## src/rtl/adc_seq_pkg.sv

```systemverilog
package adc_seq_pkg;
  localparam int CW_W   = 8;
  localparam int B_EN   = 7;
  localparam int B_ST   = 6;
  localparam int B_FR   = 5;
  localparam int B_FLG  = 4;
  localparam int B_IE   = 3;
  localparam int PS_W   = 3;
endpackage

```

## src/rtl/adc_seq_clkdiv.sv

```systemverilog
module adc_seq_clkdiv #(
  parameter int PS_W = 3
) (
  input  logic            clk,
  input  logic            rst,
  input  logic            run,
  input  logic            restart,
  input  logic [PS_W-1:0] ps,
  output logic            tick
);
  localparam int CNT_W = (1 << PS_W) - 1;

  logic [CNT_W-1:0] cnt;
  logic [CNT_W-1:0] lim;
  logic [CNT_W:0]   one_sh;

  always_comb begin
    one_sh = (CNT_W+1)'(1) << ps;
    if (ps <= PS_W'(1)) lim = CNT_W'(1);
    else                lim = one_sh[CNT_W-1:0] - CNT_W'(1);
  end

  assign tick = run && (cnt == lim);

  always_ff @(posedge clk) begin
    if (rst || restart || !run) cnt <= '0;
    else if (cnt == lim)        cnt <= '0;
    else                        cnt <= cnt + CNT_W'(1);
  end
endmodule

```

## src/rtl/adc_seq_mux.sv

```systemverilog
module adc_seq_mux #(
  parameter int RES_W   = 10,
  parameter int NCH     = 8,
  parameter int SEL_W   = 4,
  parameter int BG_SEL  = 14,
  parameter int BG_VAL  = 266
) (
  input  logic [NCH*RES_W-1:0] ain,
  input  logic [SEL_W-1:0]     sel,
  output logic [RES_W-1:0]     val
);
  localparam int IDX_W = (NCH > 1) ? $clog2(NCH) : 1;

  logic [RES_W-1:0] lane [NCH];

  for (genvar g = 0; g < NCH; g++) begin : g_lane
    assign lane[g] = ain[g*RES_W +: RES_W];
  end

  always_comb begin
    val = '0;
    if (sel == SEL_W'(BG_SEL))
      val = RES_W'(BG_VAL);
    else if ({1'b0, sel} < (SEL_W+1)'(NCH))
      val = lane[sel[IDX_W-1:0]];
  end
endmodule

```

## src/rtl/adc_seq_sar.sv

```systemverilog
module adc_seq_sar #(
  parameter int RES_W = 10,
  parameter int BIT_W = 4
) (
  input  logic             clk,
  input  logic             rst,
  input  logic             load,
  input  logic [RES_W-1:0] sample,
  input  logic             step,
  input  logic [BIT_W-1:0] bit_idx,
  output logic [RES_W-1:0] approx
);
  logic [RES_W-1:0] held;
  logic [RES_W-1:0] trial;

  assign trial = approx | (RES_W'(1) << bit_idx);

  always_ff @(posedge clk) begin
    if (rst) begin
      held   <= '0;
      approx <= '0;
    end else if (load) begin
      held   <= sample;
      approx <= '0;
    end else if (step && (trial <= held)) begin
      approx <= trial;
    end
  end
endmodule

```

## src/rtl/adc_seq.sv

```systemverilog
module adc_seq
  import adc_seq_pkg::*;
#(
  parameter int RES_W       = 10,
  parameter int NCH         = 8,
  parameter int SEL_W       = 4,
  parameter int NORM_TICKS  = 13,
  parameter int FIRST_TICKS = 25,
  parameter int BG_SEL      = 14,
  parameter int BG_VAL      = 266
) (
  input  logic                 clk,
  input  logic                 rst,
  input  logic                 wr_en,
  input  logic [7:0]           wr_data,
  input  logic [SEL_W-1:0]     ch_sel,
  input  logic [NCH*RES_W-1:0] ain,
  input  logic                 gie,
  input  logic                 irq_ack,
  output logic [7:0]           ctrl_rd,
  output logic [RES_W-1:0]     result,
  output logic                 busy,
  output logic                 cclk_en,
  output logic                 irq
);
  localparam int TW    = $clog2(FIRST_TICKS + 1);
  localparam int BIT_W = $clog2(RES_W);

  logic            en_q, fr_q, flag_q, ie_q, busy_q, first_q, irq_q;
  logic [PS_W-1:0] ps_q;
  logic [TW-1:0]   len_q, tcnt_q;
  logic [RES_W-1:0] result_q;

  logic            tick, en_rise, first_eff, abort, start_req;
  logic            last_tick, conv_done, fr_nxt, restart, launch;
  logic            flag_nxt, ie_nxt, flag_clr, busy_nxt, sar_step;
  logic [TW-1:0]   launch_len, rem;
  logic [RES_W-1:0] sample, approx;

  adc_seq_clkdiv #(.PS_W(PS_W)) u_div (
    .clk(clk), .rst(rst), .run(busy_q), .restart(launch), .ps(ps_q), .tick(tick)
  );

  adc_seq_mux #(
    .RES_W(RES_W), .NCH(NCH), .SEL_W(SEL_W), .BG_SEL(BG_SEL), .BG_VAL(BG_VAL)
  ) u_mux (
    .ain(ain), .sel(ch_sel), .val(sample)
  );

  adc_seq_sar #(.RES_W(RES_W), .BIT_W(BIT_W)) u_sar (
    .clk(clk), .rst(rst), .load(launch), .sample(sample),
    .step(sar_step), .bit_idx(rem[BIT_W-1:0]), .approx(approx)
  );

  always_comb begin
    en_rise   = wr_en && wr_data[B_EN] && !en_q;
    first_eff = first_q || en_rise;
    abort     = wr_en && !wr_data[B_EN] && busy_q;
    start_req = wr_en && wr_data[B_EN] && wr_data[B_ST] && !busy_q;
    last_tick = busy_q && tick && (tcnt_q == len_q - TW'(1));
    conv_done = last_tick && !abort;
    fr_nxt    = wr_en ? wr_data[B_FR] : fr_q;
    ie_nxt    = wr_en ? wr_data[B_IE] : ie_q;
    restart   = conv_done && fr_nxt;
    launch    = start_req || restart;
    launch_len = (start_req && first_eff) ? TW'(FIRST_TICKS) : TW'(NORM_TICKS);

    flag_clr = (wr_en && wr_data[B_FLG]) || irq_ack;
    if (conv_done)     flag_nxt = 1'b1;
    else if (flag_clr) flag_nxt = 1'b0;
    else               flag_nxt = flag_q;

    if (launch)                  busy_nxt = 1'b1;
    else if (abort || conv_done) busy_nxt = 1'b0;
    else                         busy_nxt = busy_q;

    rem      = len_q - TW'(2) - tcnt_q;
    sar_step = busy_q && tick && (tcnt_q <= len_q - TW'(2)) && (rem < TW'(RES_W));
  end

  always_ff @(posedge clk) begin
    if (rst) begin
      en_q     <= 1'b0;
      fr_q     <= 1'b0;
      ie_q     <= 1'b0;
      ps_q     <= '0;
      flag_q   <= 1'b0;
      busy_q   <= 1'b0;
      first_q  <= 1'b0;
      irq_q    <= 1'b0;
      len_q    <= '0;
      tcnt_q   <= '0;
      result_q <= '0;
    end else begin
      if (wr_en) begin
        en_q <= wr_data[B_EN];
        fr_q <= wr_data[B_FR];
        ie_q <= wr_data[B_IE];
        ps_q <= wr_data[PS_W-1:0];
      end
      flag_q <= flag_nxt;
      busy_q <= busy_nxt;
      irq_q  <= flag_nxt && ie_nxt && gie;
      if (launch)       first_q <= 1'b0;
      else if (en_rise) first_q <= 1'b1;
      if (launch) begin
        len_q  <= launch_len;
        tcnt_q <= '0;
      end else if (busy_q && tick) begin
        tcnt_q <= tcnt_q + TW'(1);
      end
      if (conv_done) result_q <= approx;
    end
  end

  assign ctrl_rd = {en_q, busy_q, fr_q, flag_q, ie_q, ps_q};
  assign result  = result_q;
  assign busy    = busy_q;
  assign cclk_en = tick;
  assign irq     = irq_q;
endmodule

```

## config.mk

```make
export PLATFORM = sky130hd
export DESIGN_NAME = adc_seq
export DESIGN_NICKNAME = d
export VERILOG_FILES = /design/src/rtl/adc_seq_pkg.sv /design/src/rtl/adc_seq_clkdiv.sv /design/src/rtl/adc_seq_mux.sv /design/src/rtl/adc_seq_sar.sv /design/src/rtl/adc_seq.sv
export SDC_FILE = /design/constraint.sdc
export NUM_CORES = 1
export LEC_CHECK = 0
export BUFFER_PORTS_ARGS = -buffer_cell sky130_fd_sc_hd__buf_2
export CAP_MARGIN = 20
export CORE_MARGIN = 2
export CORE_UTILIZATION = 45
export DETAILED_ROUTE_END_ITERATION = 16
export MAX_ROUTING_LAYER = met4
export PLACE_DENSITY = 0.72
export SLEW_MARGIN = 10
export SYNTH_ARGS = -nofsm -noshare
export SYNTH_HDL_FRONTEND = slang
export SYNTH_SLANG_ARGS = --single-unit
```

## constraint.sdc

```tcl
create_clock -name clk -period 5.1 [get_ports clk]
set_input_delay 0.255 -clock clk [delete_from_list [all_inputs] [get_ports clk]]
set_output_delay 0.255 -clock clk [all_outputs]
set_load 0.01 [all_outputs]
```

==> impl_metrics.prom, run 1 <==
# TYPE chip_impl_metric gauge
chip_impl_info{name="outcome",value="finished, final reports clean"} 1
chip_impl_info{name="cp-end-kind",value="flip-flop"} 1
chip_impl_metric{name="net_count_of_the_mapped_netlist",unit=""} 493
chip_impl_metric{name="total_of_fill_cells_in_the_finished_design",unit=""} 731
chip_impl_metric{name="std_cell_rows",unit=""} 32
chip_impl_metric{name="cts_buffer_depth",unit=""} 2
chip_impl_metric{name="clock-sinks",unit=""} 55
chip_impl_metric{name="grt_pass1_vias",unit=""} 3108
chip_impl_metric{name="die_w",unit="µm"} 93.7
chip_impl_metric{name="finalSetupViolations",unit=""} 0
chip_impl_info{name="uppermost_routed_layer",value="met4"} 1
chip_impl_metric{name="antenna_found_initial",unit=""} 0
chip_impl_metric{name="detail-route-antenna-nets",unit=""} 0
chip_impl_metric{name="static-leakage-power",unit="nW"} 1.92
chip_impl_info{name="timing.setup.critical_path_class",value="reg -> reg"} 1
chip_impl_metric{name="dpl.hpwl",unit="µm"} 6800
chip_impl_metric{name="number_of_i_o_port_buffers",unit=""} 117
chip_impl_info{name="ys.flop_type",value="sky130_fd_sc_hd__dfxtp_1"} 1
chip_impl_metric{name="routabilityCongestion",unit=""} 0.871
chip_impl_metric{name="synth_edf_count",unit=""} 0
chip_impl_metric{name="worst_ir_drop_vdd",unit="V"} 0.000112
chip_impl_metric{name="timing.final.crit_period",unit="ns"} 3.81
chip_impl_metric{name="detailroute.via_count",unit=""} 3179
chip_impl_info{name="type_of_the_worst_min_delay_path",value="in -> reg"} 1
chip_impl_metric{name="power_frac_comb",unit=""} 0.214
chip_impl_info{name="crit_slowest_cell",value="sky130_fd_sc_hd__a22oi_1"} 1
chip_impl_metric{name="start_util",unit=""} 0.466
chip_impl_metric{name="synth_sequential_area_ratio",unit=""} 0.304
chip_impl_metric{name="tightest_slew",unit="ns"} 0.880
chip_impl_metric{name="final_layout_size_suffix_gt1_frac",unit=""} 0.341
chip_impl_metric{name="wl",unit="µm"} 8470
chip_impl_metric{name="power-per-cell-area",unit="nW/µm²"} 202
chip_impl_metric{name="crit_path_max_incr_delay",unit="ns"} 0.52
chip_impl_metric{name="routed_length_per_instance",unit="µm"} 14.6
chip_impl_metric{name="power_switching",unit="mW"} 0.237
chip_impl_metric{name="cts_made_buffers",unit=""} 5
chip_impl_metric{name="insertion_delay",unit="ns"} 0.31
chip_impl_info{name="crit_top_cell",value="sky130_fd_sc_hd__ha_1"} 1
chip_impl_metric{name="route.detailed.drc",unit=""} 0
chip_impl_metric{name="p_total",unit="mW"} 0.862
chip_impl_metric{name="slew_viol_final",unit=""} 0
chip_impl_metric{name="met2_length",unit="µm"} 4390
chip_impl_metric{name="synth-async-reset-ratio",unit=""} 0
chip_impl_metric{name="fin_crit_sh",unit=""} 0.747
chip_impl_metric{name="power.clock.fraction",unit=""} 0.271
chip_impl_metric{name="wl_met1",unit="µm"} 3590
chip_impl_metric{name="power.share.switching",unit=""} 0.275
chip_impl_metric{name="worst_hold_slack",unit="ns"} 0.156
chip_impl_metric{name="io-pin-count",unit=""} 118
chip_impl_metric{name="clk_transition_reported_paths",unit="ns"} 0.10
chip_impl_metric{name="fin_skew",unit="ns"} 0.00647
chip_impl_metric{name="core",unit="µm²"} 7770
chip_impl_metric{name="detailed_place.area",unit="µm²"} 4180
chip_impl_metric{name="syn-mean-instance-area",unit="µm²"} 9.61
chip_impl_info{name="grt_setup_unrepaired",value="no"} 1
chip_impl_metric{name="required",unit="ns"} 5.31
chip_impl_info{name="critical_path.cell_chain",value="inv_1, ha_1, inv_1, ha_1, o21a_1, a22oi_1, nor4_1, or2_2, ha_1, a21oi_1, o21ai_0, nand2b_1, a31oi_2, nor4_1, o21a_1"} 1
chip_impl_metric{name="timing.slew.headroom",unit=""} 0.411
chip_impl_metric{name="finalInstanceArea",unit="µm²"} 4260
chip_impl_info{name="critPathLaunchType",value="flip-flop"} 1
chip_impl_metric{name="netlist_instances",unit=""} 377
chip_impl_metric{name="detail_route.iter0.violations",unit=""} 155
chip_impl_metric{name="drv_cap",unit=""} 0
chip_impl_metric{name="route.met3.wl",unit="µm"} 419
chip_impl_metric{name="yosys.cell_types.count",unit=""} 56
chip_impl_metric{name="flip_flop_and_latch_count_after_synthesis",unit=""} 55
chip_impl_metric{name="floorplan.die.height",unit="µm"} 93.7
chip_impl_metric{name="grt_use_total",unit=""} 0.208
chip_impl_metric{name="yosys_warnings",unit=""} 0
chip_impl_info{name="tritoncts",value="done"} 1
chip_impl_metric{name="share_seq_of_total_power",unit=""} 0.515
chip_impl_metric{name="ctsHtreeMaxLevel",unit=""} 2
chip_impl_metric{name="cts_hold_buf",unit=""} 0
chip_impl_metric{name="flow.area_growth_from_synthesis",unit="%"} 17.7
chip_impl_metric{name="report.final.hold_viol_count",unit=""} 0
chip_impl_metric{name="fin_nets",unit=""} 593
chip_impl_metric{name="syn-cell-area",unit="µm²"} 3620
chip_impl_metric{name="die-area",unit="µm²"} 8780
chip_impl_metric{name="post_cts_sizing_count",unit=""} 0
chip_impl_metric{name="setup-tns-final",unit="ns"} 0
chip_impl_metric{name="globalRoute.totalOverflow",unit=""} 0
chip_impl_metric{name="drtPass1Iterations",unit=""} 4
chip_impl_metric{name="num_antenna_cells",unit=""} 0
chip_impl_metric{name="max_freq",unit="GHz"} 0.263
chip_impl_metric{name="timing.critical_path.fanout_max",unit=""} 10
chip_impl_metric{name="p_int",unit="mW"} 0.624
chip_impl_info{name="root_buffer",value="sky130_fd_sc_hd__clkbuf_8"} 1
chip_impl_metric{name="wire_length_of_the_first_global_routing_pass",unit="µm"} 14200
chip_impl_metric{name="avg_vias_per_cell",unit=""} 5.48
chip_impl_metric{name="setup_fix_buffers_added_after_clock_tree_synthesis",unit=""} 0
chip_impl_metric{name="critPathArrivalTime",unit="ns"} 4.02
chip_impl_metric{name="grt_start_max_net_pins",unit=""} 35
registers in the layout, summed over array words and instances, names as in the netlist, 3 cells and up:
signal / flops
u_sar.held: 10
result: 10
u_div.cnt: 7
len_q: 3
ps_q: 3
u_sar.approx: 10
tcnt_q: 5
worst paths after layout:
kind | from | end | slack (ns) | cells past startpoint
worst min register to register | tcnt_q[4] | tcnt_q[4] | 0.49 | 2
worst min-delay path | gie | irq | 0.16 | 3
worst max register to register | len_q[3] | u_sar.approx[6] | 1.29 | 15
worst max-delay path | len_q[3] | u_sar.approx[6] | 1.29 | 15
critical path: cells and delay by family, from the launching register on:
| family | cells | cell delay (ns) |
|---|---|---|
| adder cells (fa/ha/maj) | 3 | 0.94 |
| AND/OR/NAND/NOR | 4 | 0.67 |
| buffers and inverters | 2 | 0.16 |
| AO/OA/AOI/OAI | 6 | 1.57 |
| flip-flops | 1 | 0.38 |
power by group through the flow:
| stage | registers, mW | logic (mW) | clock network (mW) |
|---|---|---|---|
| final | 0.444 | 0.184 | 0.234 |
| after global routing | 0.445 | 0.205 | 0.259 |
| after CTS | 0.444 | 0.186 | 0.242 |
| after detailed placement | 0.454 | 0.185 | 0 |
| after global placement | 0.453 | 0.180 | 0 |
| after floorplan | 0.452 | 0.127 | 0 |
layout by cell type, fill, tap and decap left out, types with 2 or more instances in the layout:
cell type	n
sky130_fd_sc_hd__nand4b_1	7
sky130_fd_sc_hd__o21ai_0	8
sky130_fd_sc_hd__o31ai_1	4
sky130_fd_sc_hd__and2_1	2
sky130_fd_sc_hd__or3_1	2
sky130_fd_sc_hd__clkbuf_8	5
sky130_fd_sc_hd__xor2_1	8
sky130_fd_sc_hd__or2_2	2
sky130_fd_sc_hd__a31oi_1	2
sky130_fd_sc_hd__a211oi_2	4
sky130_fd_sc_hd__buf_2	117
sky130_fd_sc_hd__nor4b_1	2
sky130_fd_sc_hd__nor3_1	2
sky130_fd_sc_hd__nand2_1	19
sky130_fd_sc_hd__and3_1	3
sky130_fd_sc_hd__o21a_1	14
sky130_fd_sc_hd__ha_1	19
sky130_fd_sc_hd__o31ai_2	4
sky130_fd_sc_hd__mux4_2	20
sky130_fd_sc_hd__dfxtp_1	55
sky130_fd_sc_hd__clkinv_2	3
sky130_fd_sc_hd__mux2i_1	23
sky130_fd_sc_hd__xnor2_1	7
sky130_fd_sc_hd__nor2b_1	7
sky130_fd_sc_hd__nand3_1	6
sky130_fd_sc_hd__nand2b_1	15
sky130_fd_sc_hd__or4_1	2
sky130_fd_sc_hd__nor2_1	37
sky130_fd_sc_hd__nor4_1	10
sky130_fd_sc_hd__a221oi_1	4
sky130_fd_sc_hd__nand3b_1	2
sky130_fd_sc_hd__nand4_1	7
sky130_fd_sc_hd__inv_1	21
sky130_fd_sc_hd__a21oi_1	16
logic make-up (layout without fill, tap and decap cells):
kind of cell             Yosys count  after routing  share of synthesized area
XOR/XNOR                          15             15                     0.0363
buffers and inverters             45            146                     0.0649
flip-flops                        55             55                      0.304
AO/OA/AOI/OAI                     67             67                      0.139
AND/OR/NAND/NOR                  133            133                      0.203
multiplexers                      43             43                      0.188
adder cells (fa/ha/maj)           19             19                     0.0656
cell type report:
class                   count  area (µm²)  share of cell area
well taps                 102         128              0.0299
clock inverters             3        15.0             0.00352
flip-flops and latches     55        1100               0.258
multi-input cells         277        2290               0.536
clock buffers               5        68.8              0.0161
inverters                  21        78.8              0.0185
repair buffers            117         586               0.137
cell usage after synthesis, types with 3 or more instances:
cell type | instances | area, µm²
sky130_fd_sc_hd__dfxtp_1 | 55 | 1100
sky130_fd_sc_hd__nor2_1 | 37 | 139
sky130_fd_sc_hd__mux2i_1 | 23 | 230
sky130_fd_sc_hd__inv_1 | 21 | 78.8
sky130_fd_sc_hd__mux4_2 | 20 | 450
sky130_fd_sc_hd__ha_1 | 19 | 238
sky130_fd_sc_hd__nand2_1 | 19 | 71.3
sky130_fd_sc_hd__a21oi_1 | 16 | 80.1
sky130_fd_sc_hd__nand2b_1 | 15 | 93.8
sky130_fd_sc_hd__o21a_1 | 14 | 105
sky130_fd_sc_hd__nor4_1 | 10 | 62.6
sky130_fd_sc_hd__o21ai_0 | 8 | 40.0
sky130_fd_sc_hd__xor2_1 | 8 | 70.1
sky130_fd_sc_hd__buf_4 | 7 | 52.6
sky130_fd_sc_hd__clkbuf_1 | 7 | 26.3
sky130_fd_sc_hd__nand4_1 | 7 | 43.8
sky130_fd_sc_hd__nand4b_1 | 7 | 61.3
sky130_fd_sc_hd__nor2b_1 | 7 | 43.8
sky130_fd_sc_hd__xnor2_1 | 7 | 61.3
sky130_fd_sc_hd__nand3_1 | 6 | 30.0
sky130_fd_sc_hd__buf_2 | 5 | 25.0
sky130_fd_sc_hd__a211oi_2 | 4 | 50.1
sky130_fd_sc_hd__a221oi_1 | 4 | 35.0
sky130_fd_sc_hd__o31ai_1 | 4 | 30.0
sky130_fd_sc_hd__o31ai_2 | 4 | 50.1
sky130_fd_sc_hd__and3_1 | 3 | 18.8
sky130_fd_sc_hd__buf_6 | 3 | 33.8
layer usage:
metal  up-vias  GRT usage
li1       1582          -
met1      1476      0.242
met2       114      0.381
met3         7     0.0265
met4         0     0.0471
met5         -          -
per-stage QoR:
| stage | instances | utilization | setup slack (ns) |
|---|---|---|---|
| 6_report | 580 | 0.549 | 1.29 |
| 2_1_floorplan | 377 | - | 1.85 |
| 4_1_cts | 580 | 0.549 | 1.33 |
| 3_5_place_dp | 572 | 0.538 | 1.37 |
| 3_3_place_gp | 572 | 0.538 | 1.58 |
| 5_1_grt | 580 | 0.549 | 1.02 |
Note: power is estimated with default switching activity, not from simulation.
==> run 2: changes to the inputs <==
Settings changed: ABC_AREA set to 1.
Clock period 5.1 ns to 4 ns, I/O delays scaled along.
==> run 2 against run 1 <==
Via count increased by 23%. Routed wire length increased by 12%. Critical path type unchanged. Die area increased by 2.1%.
==> impl_metrics.prom, run 2 <==
# TYPE chip_impl_metric gauge
chip_impl_info{name="outcome",value="finished, final reports clean"} 1
chip_impl_metric{name="grt_use_total",unit=""} 0.220
chip_impl_info{name="tritoncts",value="done"} 1
chip_impl_metric{name="wire_length_of_the_first_global_routing_pass",unit="µm"} 15600
chip_impl_metric{name="number_of_i_o_port_buffers",unit=""} 117
chip_impl_metric{name="clock-sinks",unit=""} 55
chip_impl_metric{name="yosys_warnings",unit=""} 0
chip_impl_info{name="ys_top_cells_by_area",value="sky130_fd_sc_hd__dfxtp_1, sky130_fd_sc_hd__nor2_1, sky130_fd_sc_hd__nand2_1"} 1
chip_impl_metric{name="cts_hold_buf",unit=""} 0
chip_impl_metric{name="critPathArrivalTime",unit="ns"} 3.52
chip_impl_info{name="mostFrequentLayoutCell",value="sky130_fd_sc_hd__buf_2"} 1
chip_impl_metric{name="floorplan.die.height",unit="µm"} 94.7
chip_impl_info{name="root_buffer",value="sky130_fd_sc_hd__clkbuf_8"} 1
chip_impl_metric{name="compound_gate_portion_of_the_synthesized_area",unit=""} 0.187
chip_impl_metric{name="synth-async-reset-ratio",unit=""} 0
chip_impl_info{name="timing.setup.critical_path_class",value="reg -> reg"} 1
chip_impl_metric{name="tightest_slew",unit="ns"} 1.01
chip_impl_metric{name="io-pin-count",unit=""} 118
chip_impl_metric{name="grt_pass1_vias",unit=""} 3566
chip_impl_metric{name="setup_fix_buffers_added_after_clock_tree_synthesis",unit=""} 0
chip_impl_metric{name="route.detailed.drc",unit=""} 0
chip_impl_metric{name="routabilityCongestion",unit=""} 0.944
chip_impl_metric{name="net_count_of_the_mapped_netlist",unit=""} 670
chip_impl_metric{name="static-leakage-power",unit="nW"} 2.13
chip_impl_metric{name="antenna_found_initial",unit=""} 0
chip_impl_metric{name="setup-tns-final",unit="ns"} 0
chip_impl_metric{name="core",unit="µm²"} 8090
chip_impl_info{name="most-common-layout-cells",value="sky130_fd_sc_hd__buf_2, sky130_fd_sc_hd__nor2_1, sky130_fd_sc_hd__nand2_1"} 1
chip_impl_metric{name="drv_cap",unit=""} 0
chip_impl_info{name="grt_setup_unrepaired",value="no"} 1
chip_impl_info{name="type_of_the_worst_min_delay_path",value="in -> reg"} 1
chip_impl_metric{name="fin_nets",unit=""} 767
chip_impl_metric{name="parity_gate_share_of_the_synthesized_area_counting_xor_and_xnor_cells",unit=""} 0.0260
chip_impl_metric{name="synth.area.mux_share",unit=""} 0
chip_impl_metric{name="detailroute.via_count",unit=""} 3906
chip_impl_metric{name="die_w",unit="µm"} 94.7
chip_impl_info{name="ys.flop_type",value="sky130_fd_sc_hd__dfxtp_1"} 1
chip_impl_metric{name="grt_start_max_net_pins",unit=""} 42
chip_impl_metric{name="avg_vias_per_cell",unit=""} 5.16
chip_impl_metric{name="synth_sequential_area_ratio",unit=""} 0.297
chip_impl_info{name="synth.most_common_cell",value="sky130_fd_sc_hd__nor2_1"} 1
chip_impl_metric{name="synth_edf_count",unit=""} 0
chip_impl_metric{name="finalSetupViolations",unit=""} 0
chip_impl_info{name="critPathLaunchType",value="flip-flop"} 1
chip_impl_metric{name="std_cell_rows",unit=""} 33
chip_impl_metric{name="fin_crit_sh",unit=""} 0.817
chip_impl_metric{name="flow.area_growth_from_synthesis",unit="%"} 18.8
chip_impl_metric{name="num_antenna_cells",unit=""} 0
chip_impl_metric{name="worst_ir_drop_vdd",unit="V"} 0.000158
chip_impl_metric{name="yosysTopAreaCellShare",unit=""} 0.297
chip_impl_metric{name="syn-cell-area",unit="µm²"} 3700
chip_impl_metric{name="dpl.hpwl",unit="µm"} 7340
chip_impl_metric{name="timing.critical_path.fanout_max",unit=""} 10
chip_impl_metric{name="timing.final.crit_period",unit="ns"} 3.27
chip_impl_metric{name="detail_route.iter0.violations",unit=""} 163
chip_impl_info{name="synth_top_family_by_area",value="simple AND/OR/NAND/NOR gates"} 1
chip_impl_info{name="synth_commonest_cells",value="sky130_fd_sc_hd__nor2_1, sky130_fd_sc_hd__nand2_1, sky130_fd_sc_hd__o21ai_0"} 1
chip_impl_metric{name="post_synth_fa_ha_maj_area_fraction",unit=""} 0.0642
chip_impl_metric{name="yosys.cell_types.count",unit=""} 41
chip_impl_metric{name="ctsHtreeMaxLevel",unit=""} 2
chip_impl_metric{name="p_total",unit="mW"} 1.20
chip_impl_metric{name="max_freq",unit="GHz"} 0.306
chip_impl_metric{name="insertion_delay",unit="ns"} 0.32
chip_impl_metric{name="syn-mean-instance-area",unit="µm²"} 6.69
chip_impl_metric{name="globalRoute.totalOverflow",unit=""} 0
chip_impl_metric{name="required",unit="ns"} 4.25
chip_impl_info{name="cp-end-kind",value="flip-flop"} 1
chip_impl_metric{name="timing.slew.headroom",unit=""} 0.324
chip_impl_metric{name="synth_simple_gate_area_frac",unit=""} 0.320
chip_impl_metric{name="clk_transition_reported_paths",unit="ns"} 0.10
chip_impl_metric{name="final_layout_size_suffix_gt1_frac",unit=""} 0.264
chip_impl_info{name="synth_area_leader_cell",value="sky130_fd_sc_hd__dfxtp_1"} 1
chip_impl_metric{name="netlist_instances",unit=""} 554
chip_impl_metric{name="die-area",unit="µm²"} 8970
chip_impl_metric{name="cts_made_buffers",unit=""} 5
chip_impl_metric{name="routed_length_per_instance",unit="µm"} 12.6
chip_impl_metric{name="flip_flop_and_latch_count_after_synthesis",unit=""} 55
chip_impl_metric{name="power-per-cell-area",unit="nW/µm²"} 272
chip_impl_metric{name="report.final.hold_viol_count",unit=""} 0
chip_impl_metric{name="slew_viol_final",unit=""} 0
chip_impl_metric{name="fin_skew",unit="ns"} 0.0109
chip_impl_metric{name="drtPass1Iterations",unit=""} 4
chip_impl_metric{name="cts_buffer_depth",unit=""} 2
chip_impl_metric{name="wl",unit="µm"} 9530
chip_impl_metric{name="start_util",unit=""} 0.458
chip_impl_metric{name="post_cts_sizing_count",unit=""} 0
chip_impl_metric{name="detail-route-antenna-nets",unit=""} 0
-- run 2: cell count changes after synthesis, moves of 10 or more --
cell	delta
sky130_fd_sc_hd__o21a_1	-13
sky130_fd_sc_hd__nor4_1	-10
sky130_fd_sc_hd__mux4_2	-20
sky130_fd_sc_hd__nor2_2	+25
sky130_fd_sc_hd__mux2i_1	-23
sky130_fd_sc_hd__nor2_1	+62
sky130_fd_sc_hd__nand2b_1	-15
sky130_fd_sc_hd__inv_1	+33
sky130_fd_sc_hd__o21ai_1	+10
sky130_fd_sc_hd__o21ai_0	+50
sky130_fd_sc_hd__o221ai_1	+12
sky130_fd_sc_hd__nand2_1	+71
sky130_fd_sc_hd__nand3_1	+16
-- run 2: area by class of cell --
cell class	count	area [µm²]
Clock buffer	5	68.8
Inverter	61	229
Fill cell	811	3690
Clock inverter	3	46.3
Timing Repair Buffer	118	613
Sequential cell	55	1100
Multi-Input combinational cell	410	2210
Tap cell	105	131
-- run 2: per-stage QoR --
step,util,worst slack [ns],instance area (µm²),hold WS (ns),instances
after floorplan,-,1.13,3700,0.271,554
after global placement,0.526,0.872,4260,0.398,748
after detailed placement,0.526,0.774,4260,0.402,748
after CTS,0.540,0.760,4370,0.0579,756
after global routing,0.544,0.348,4400,0.0532,757
final,0.544,0.730,4400,0.0598,757
-- run 2: final timing paths --
path                   from         endpoint  slack, ns  depth (start not counted)
setup / recovery   len_q[3]  u_sar.approx[9]       0.73                         17
hold / removal          rst           flag_q       0.06                          2
setup reg to reg   len_q[3]  u_sar.approx[9]       0.73                         17
hold reg to reg   tcnt_q[4]        tcnt_q[4]       0.48                          2
-- run 2: metal layers --
layer	vias to the layer above	global-route usage	part of all wire
met5	-	-	0
met4	0	0.0761	0.028
met3	23	0.0359	0.039
met2	95	0.374	0.48
met1	1785	0.265	0.46
li1	2003	-	-
-- run 2: cells by family (layout without fill, tap and decap cells) --
group,Yosys count,after routing
AND/OR/NAND/NOR,259,259
XOR/XNOR,11,11
adder cells (fa/ha/maj),19,19
AO/OA/AOI/OAI,121,121
flip-flops,55,55
buffers and inverters,89,187
-- run 2: worst max-delay path, stage by stage, from the launching register on --
cell,delay (ns)
sky130_fd_sc_hd__dfxtp_1,0.37
sky130_fd_sc_hd__inv_1,0.09
sky130_fd_sc_hd__ha_1,0.32
sky130_fd_sc_hd__inv_1,0.06
sky130_fd_sc_hd__ha_1,0.31
sky130_fd_sc_hd__or2_0,0.23
sky130_fd_sc_hd__nand2_1,0.12
sky130_fd_sc_hd__nand2_1,0.12
sky130_fd_sc_hd__o31ai_1,0.31
sky130_fd_sc_hd__ha_1,0.31
sky130_fd_sc_hd__a21o_1,0.17
sky130_fd_sc_hd__o21ai_0,0.15
sky130_fd_sc_hd__nand3_1,0.09
sky130_fd_sc_hd__nand2_1,0.11
sky130_fd_sc_hd__nand4_4,0.18
sky130_fd_sc_hd__nand2_1,0.11
sky130_fd_sc_hd__nand2_1,0.06
sky130_fd_sc_hd__nor2_2,0.09
-- run 2: report_power, final --
part | internal, mW | switching (mW) | leakage [nW]
logic | 0.102 | 0.143 | 1.63
registers | 0.560 | 0.00921 | 0.446
clock network | 0.189 | 0.196 | 0.0548
total | 0.850 | 0.348 | 2.13
==> run 3: changes to the inputs <==
Settings changed: ABC_AREA 1 to 0, PLACE_DENSITY 0.72 to 0.75.
Clock period 4 ns to 2.8 ns, I/O delays scaled along.
==> run 3 against run 2 <==
The run now ends with setup timing left. Non-clock buffer count increased by 28. Highest routed layer unchanged. Sequential power increased by 42%. Clock-buffer cell count increased by 3. Maximum frequency increased by 1.8%. Largest power group unchanged.
==> impl_metrics.prom, run 3 (same netlist as run 1, synthesis figures left out) <==
# TYPE chip_impl_metric gauge
chip_impl_metric{name="drtPass1Iterations",unit=""} 4
chip_impl_metric{name="fin_crit_sh",unit=""} 1.15
chip_impl_metric{name="grt_use_total",unit=""} 0.222
chip_impl_metric{name="detailed_place.area",unit="µm²"} 4410
chip_impl_info{name="mostFrequentLayoutCell",value="sky130_fd_sc_hd__buf_2"} 1
chip_impl_metric{name="p_total",unit="mW"} 1.72
chip_impl_metric{name="fin_skew",unit="ns"} 0.00585
chip_impl_metric{name="tightest_slew",unit="ns"} 0.776
chip_impl_metric{name="die-area",unit="µm²"} 8780
chip_impl_info{name="outcome",value="finished with violations"} 1
chip_impl_metric{name="power_frac_comb",unit=""} 0.250
chip_impl_metric{name="detailroute.via_count",unit=""} 3316
chip_impl_metric{name="route.detailed.drc",unit=""} 0
chip_impl_metric{name="io-pin-count",unit=""} 118
chip_impl_metric{name="start_util",unit=""} 0.466
chip_impl_info{name="tritoncts",value="done"} 1
chip_impl_info{name="root_buffer",value="sky130_fd_sc_hd__clkbuf_8"} 1
chip_impl_metric{name="p_int",unit="mW"} 1.25
chip_impl_metric{name="required",unit="ns"} 3.06
chip_impl_metric{name="worst_ir_drop_vdd",unit="V"} 0.000196
chip_impl_metric{name="routabilityCongestion",unit=""} 0.865
chip_impl_metric{name="wl",unit="µm"} 9150
chip_impl_metric{name="number_of_i_o_port_buffers",unit=""} 117
chip_impl_metric{name="std_cell_rows",unit=""} 32
chip_impl_metric{name="static-leakage-power",unit="nW"} 2.09
chip_impl_metric{name="ctsHtreeMaxLevel",unit=""} 2
chip_impl_metric{name="drv_cap",unit=""} 0
chip_impl_metric{name="setup_ws",unit="ns"} -0.412
chip_impl_metric{name="max_freq",unit="GHz"} 0.311
chip_impl_metric{name="power-per-cell-area",unit="nW/µm²"} 365
chip_impl_info{name="timing.setup.critical_path_class",value="reg -> reg"} 1
chip_impl_metric{name="floorplan.die.height",unit="µm"} 93.7
chip_impl_metric{name="core",unit="µm²"} 7770
chip_impl_info{name="failed_checks",value="setup timing"} 1
chip_impl_metric{name="insertion_delay",unit="ns"} 0.31
chip_impl_metric{name="routed_length_per_instance",unit="µm"} 15.0
chip_impl_metric{name="avg_vias_per_cell",unit=""} 5.44
chip_impl_metric{name="grt_start_max_net_pins",unit=""} 35
chip_impl_info{name="cp-end-kind",value="flip-flop"} 1
chip_impl_metric{name="dpl.hpwl",unit="µm"} 7170
chip_impl_metric{name="timing.critical_path.fanout_max",unit=""} 10
chip_impl_metric{name="cts_buffer_depth",unit=""} 2
chip_impl_info{name="most-common-layout-cells",value="sky130_fd_sc_hd__buf_2, sky130_fd_sc_hd__dfxtp_1, sky130_fd_sc_hd__nor2_1"} 1
chip_impl_metric{name="grt_pass1_vias",unit=""} 3409
chip_impl_info{name="grt_setup_unrepaired",value="yes"} 1
chip_impl_metric{name="final_layout_size_suffix_gt1_frac",unit=""} 0.438
chip_impl_info{name="critPathLaunchType",value="flip-flop"} 1
chip_impl_metric{name="hold-path-cell-count",unit=""} 3
chip_impl_info{name="type_of_the_worst_min_delay_path",value="in -> reg"} 1
chip_impl_metric{name="num_antenna_cells",unit=""} 0
chip_impl_metric{name="finalInstanceArea",unit="µm²"} 4710
chip_impl_metric{name="timing.final.crit_period",unit="ns"} 3.21
chip_impl_metric{name="power.share.switching",unit=""} 0.275
chip_impl_metric{name="timing.slew.headroom",unit=""} 0.481
chip_impl_metric{name="reg2reg_setup_slack",unit="ns"} -0.41
chip_impl_metric{name="flow.area_growth_from_synthesis",unit="%"} 30.0
chip_impl_metric{name="antenna_found_initial",unit=""} 0
chip_impl_metric{name="cts_made_buffers",unit=""} 5
chip_impl_metric{name="share_seq_of_total_power",unit=""} 0.470
chip_impl_metric{name="slew_viol_final",unit=""} 0
chip_impl_metric{name="power.clock.fraction",unit=""} 0.280
chip_impl_metric{name="detail-route-antenna-nets",unit=""} 0
chip_impl_metric{name="finalSetupViolations",unit=""} 10
chip_impl_metric{name="power_switching",unit="mW"} 0.473
chip_impl_metric{name="clock-sinks",unit=""} 55
chip_impl_metric{name="report.final.hold_viol_count",unit=""} 0
chip_impl_metric{name="critPathArrivalTime",unit="ns"} 3.47
chip_impl_metric{name="detail_route.iter0.violations",unit=""} 187
chip_impl_metric{name="fin_nets",unit=""} 622
chip_impl_metric{name="rr_worst_depth",unit=""} 16
chip_impl_metric{name="globalRoute.totalOverflow",unit=""} 0
chip_impl_metric{name="wire_length_of_the_first_global_routing_pass",unit="µm"} 15200
chip_impl_metric{name="die_w",unit="µm"} 93.7
chip_impl_metric{name="clk_transition_reported_paths",unit="ns"} 0.09
## run 3: cell types whose count changed in the layout (fill, tap and decap cells not counted), moves of 13 or more
| cell | previous run | this run |
|---|---|---|
| sky130_fd_sc_hd__nand2_1 | 90 | 18 |
| sky130_fd_sc_hd__nor2_1 | 99 | 35 |
| sky130_fd_sc_hd__o21ai_0 | 58 | 5 |
| sky130_fd_sc_hd__inv_1 | 54 | 18 |
| sky130_fd_sc_hd__buf_4 | 0 | 28 |
| sky130_fd_sc_hd__mux2i_1 | 0 | 23 |
| sky130_fd_sc_hd__nor2_2 | 25 | 2 |
| sky130_fd_sc_hd__mux4_2 | 0 | 20 |
| sky130_fd_sc_hd__nand3_1 | 22 | 6 |
| sky130_fd_sc_hd__nand2b_1 | 0 | 15 |
| sky130_fd_sc_hd__o21a_1 | 1 | 14 |
## run 3: layout make-up
type	instances	area [µm²]
clock buffers	8	100
flip-flops and latches	55	1100
well taps	102	128
inverters	21	78.8
multi-input cells	277	2480
repair buffers	146	816
fillers	676	3060
## run 3: worst paths after layout
check,start,endpoint
worst min register to register,tcnt_q[4],tcnt_q[4]
worst max-delay path,len_q[2],u_sar.approx[4]
worst min-delay path,gie,irq
worst max register to register,len_q[2],u_sar.approx[4]
## run 3: timing repair
action | 4_1_cts | 5_1_grt
hold buffers | 0 | 0
resized for setup | 12 | 15
endpoints found under the setup margin | 10 | 10
buffers inserted | 4 | 1
pin swaps | 4 | 9
## run 3: power by group through the flow
stage	logic [mW]	clock network, mW	registers, mW
final	0.430	0.482	0.808
after global placement	0.357	0	0.826
after CTS	0.410	0.489	0.808
after floorplan	0.247	0	0.824
after global routing	0.469	0.526	0.811
after detailed placement	0.371	0	0.827
## run 3: routing by layer
metal	vias to the layer above	global-route usage	part of all wire	wire length [µm]
met5	-	-	0	0
met4	0	0.0882	0.023	213
met3	17	0.0401	0.043	393
met2	103	0.394	0.53	4820
met1	1563	0.246	0.41	3720
li1	1633	-	-	-
## run 3: critical path, stage by stage, from the launching register on
cell and delay (ns):
sky130_fd_sc_hd__dfxtp_2 0.35, sky130_fd_sc_hd__inv_2 0.06, sky130_fd_sc_hd__ha_4 0.26, sky130_fd_sc_hd__inv_2 0.04, sky130_fd_sc_hd__ha_4 0.23, sky130_fd_sc_hd__o21a_1 0.12, sky130_fd_sc_hd__a22oi_2 0.36, sky130_fd_sc_hd__nor4_2 0.12
sky130_fd_sc_hd__or2_4 0.26, sky130_fd_sc_hd__ha_4 0.27, sky130_fd_sc_hd__nand4_1 0.11, sky130_fd_sc_hd__nor2_2 0.17, sky130_fd_sc_hd__and3_4 0.21, sky130_fd_sc_hd__a31oi_4 0.04, sky130_fd_sc_hd__buf_12 0.16, sky130_fd_sc_hd__nor4_4 0.24
sky130_fd_sc_hd__o21a_1 0.14
## run 3: through the flow
step                hold WS [ns]  utilization  TNS (ns)  instances  worst slack, ns
floorplan                  0.224            -     -1.18        377           -0.122
global placement           0.367        0.567     -2.34        596           -0.247
detailed placement         0.378        0.567     -3.60        596           -0.372
CTS                       0.0441        0.595     -3.45        608           -0.361
global route              0.0654        0.606     -5.70        609           -0.601
finish                    0.0454        0.606     -3.88        609           -0.412
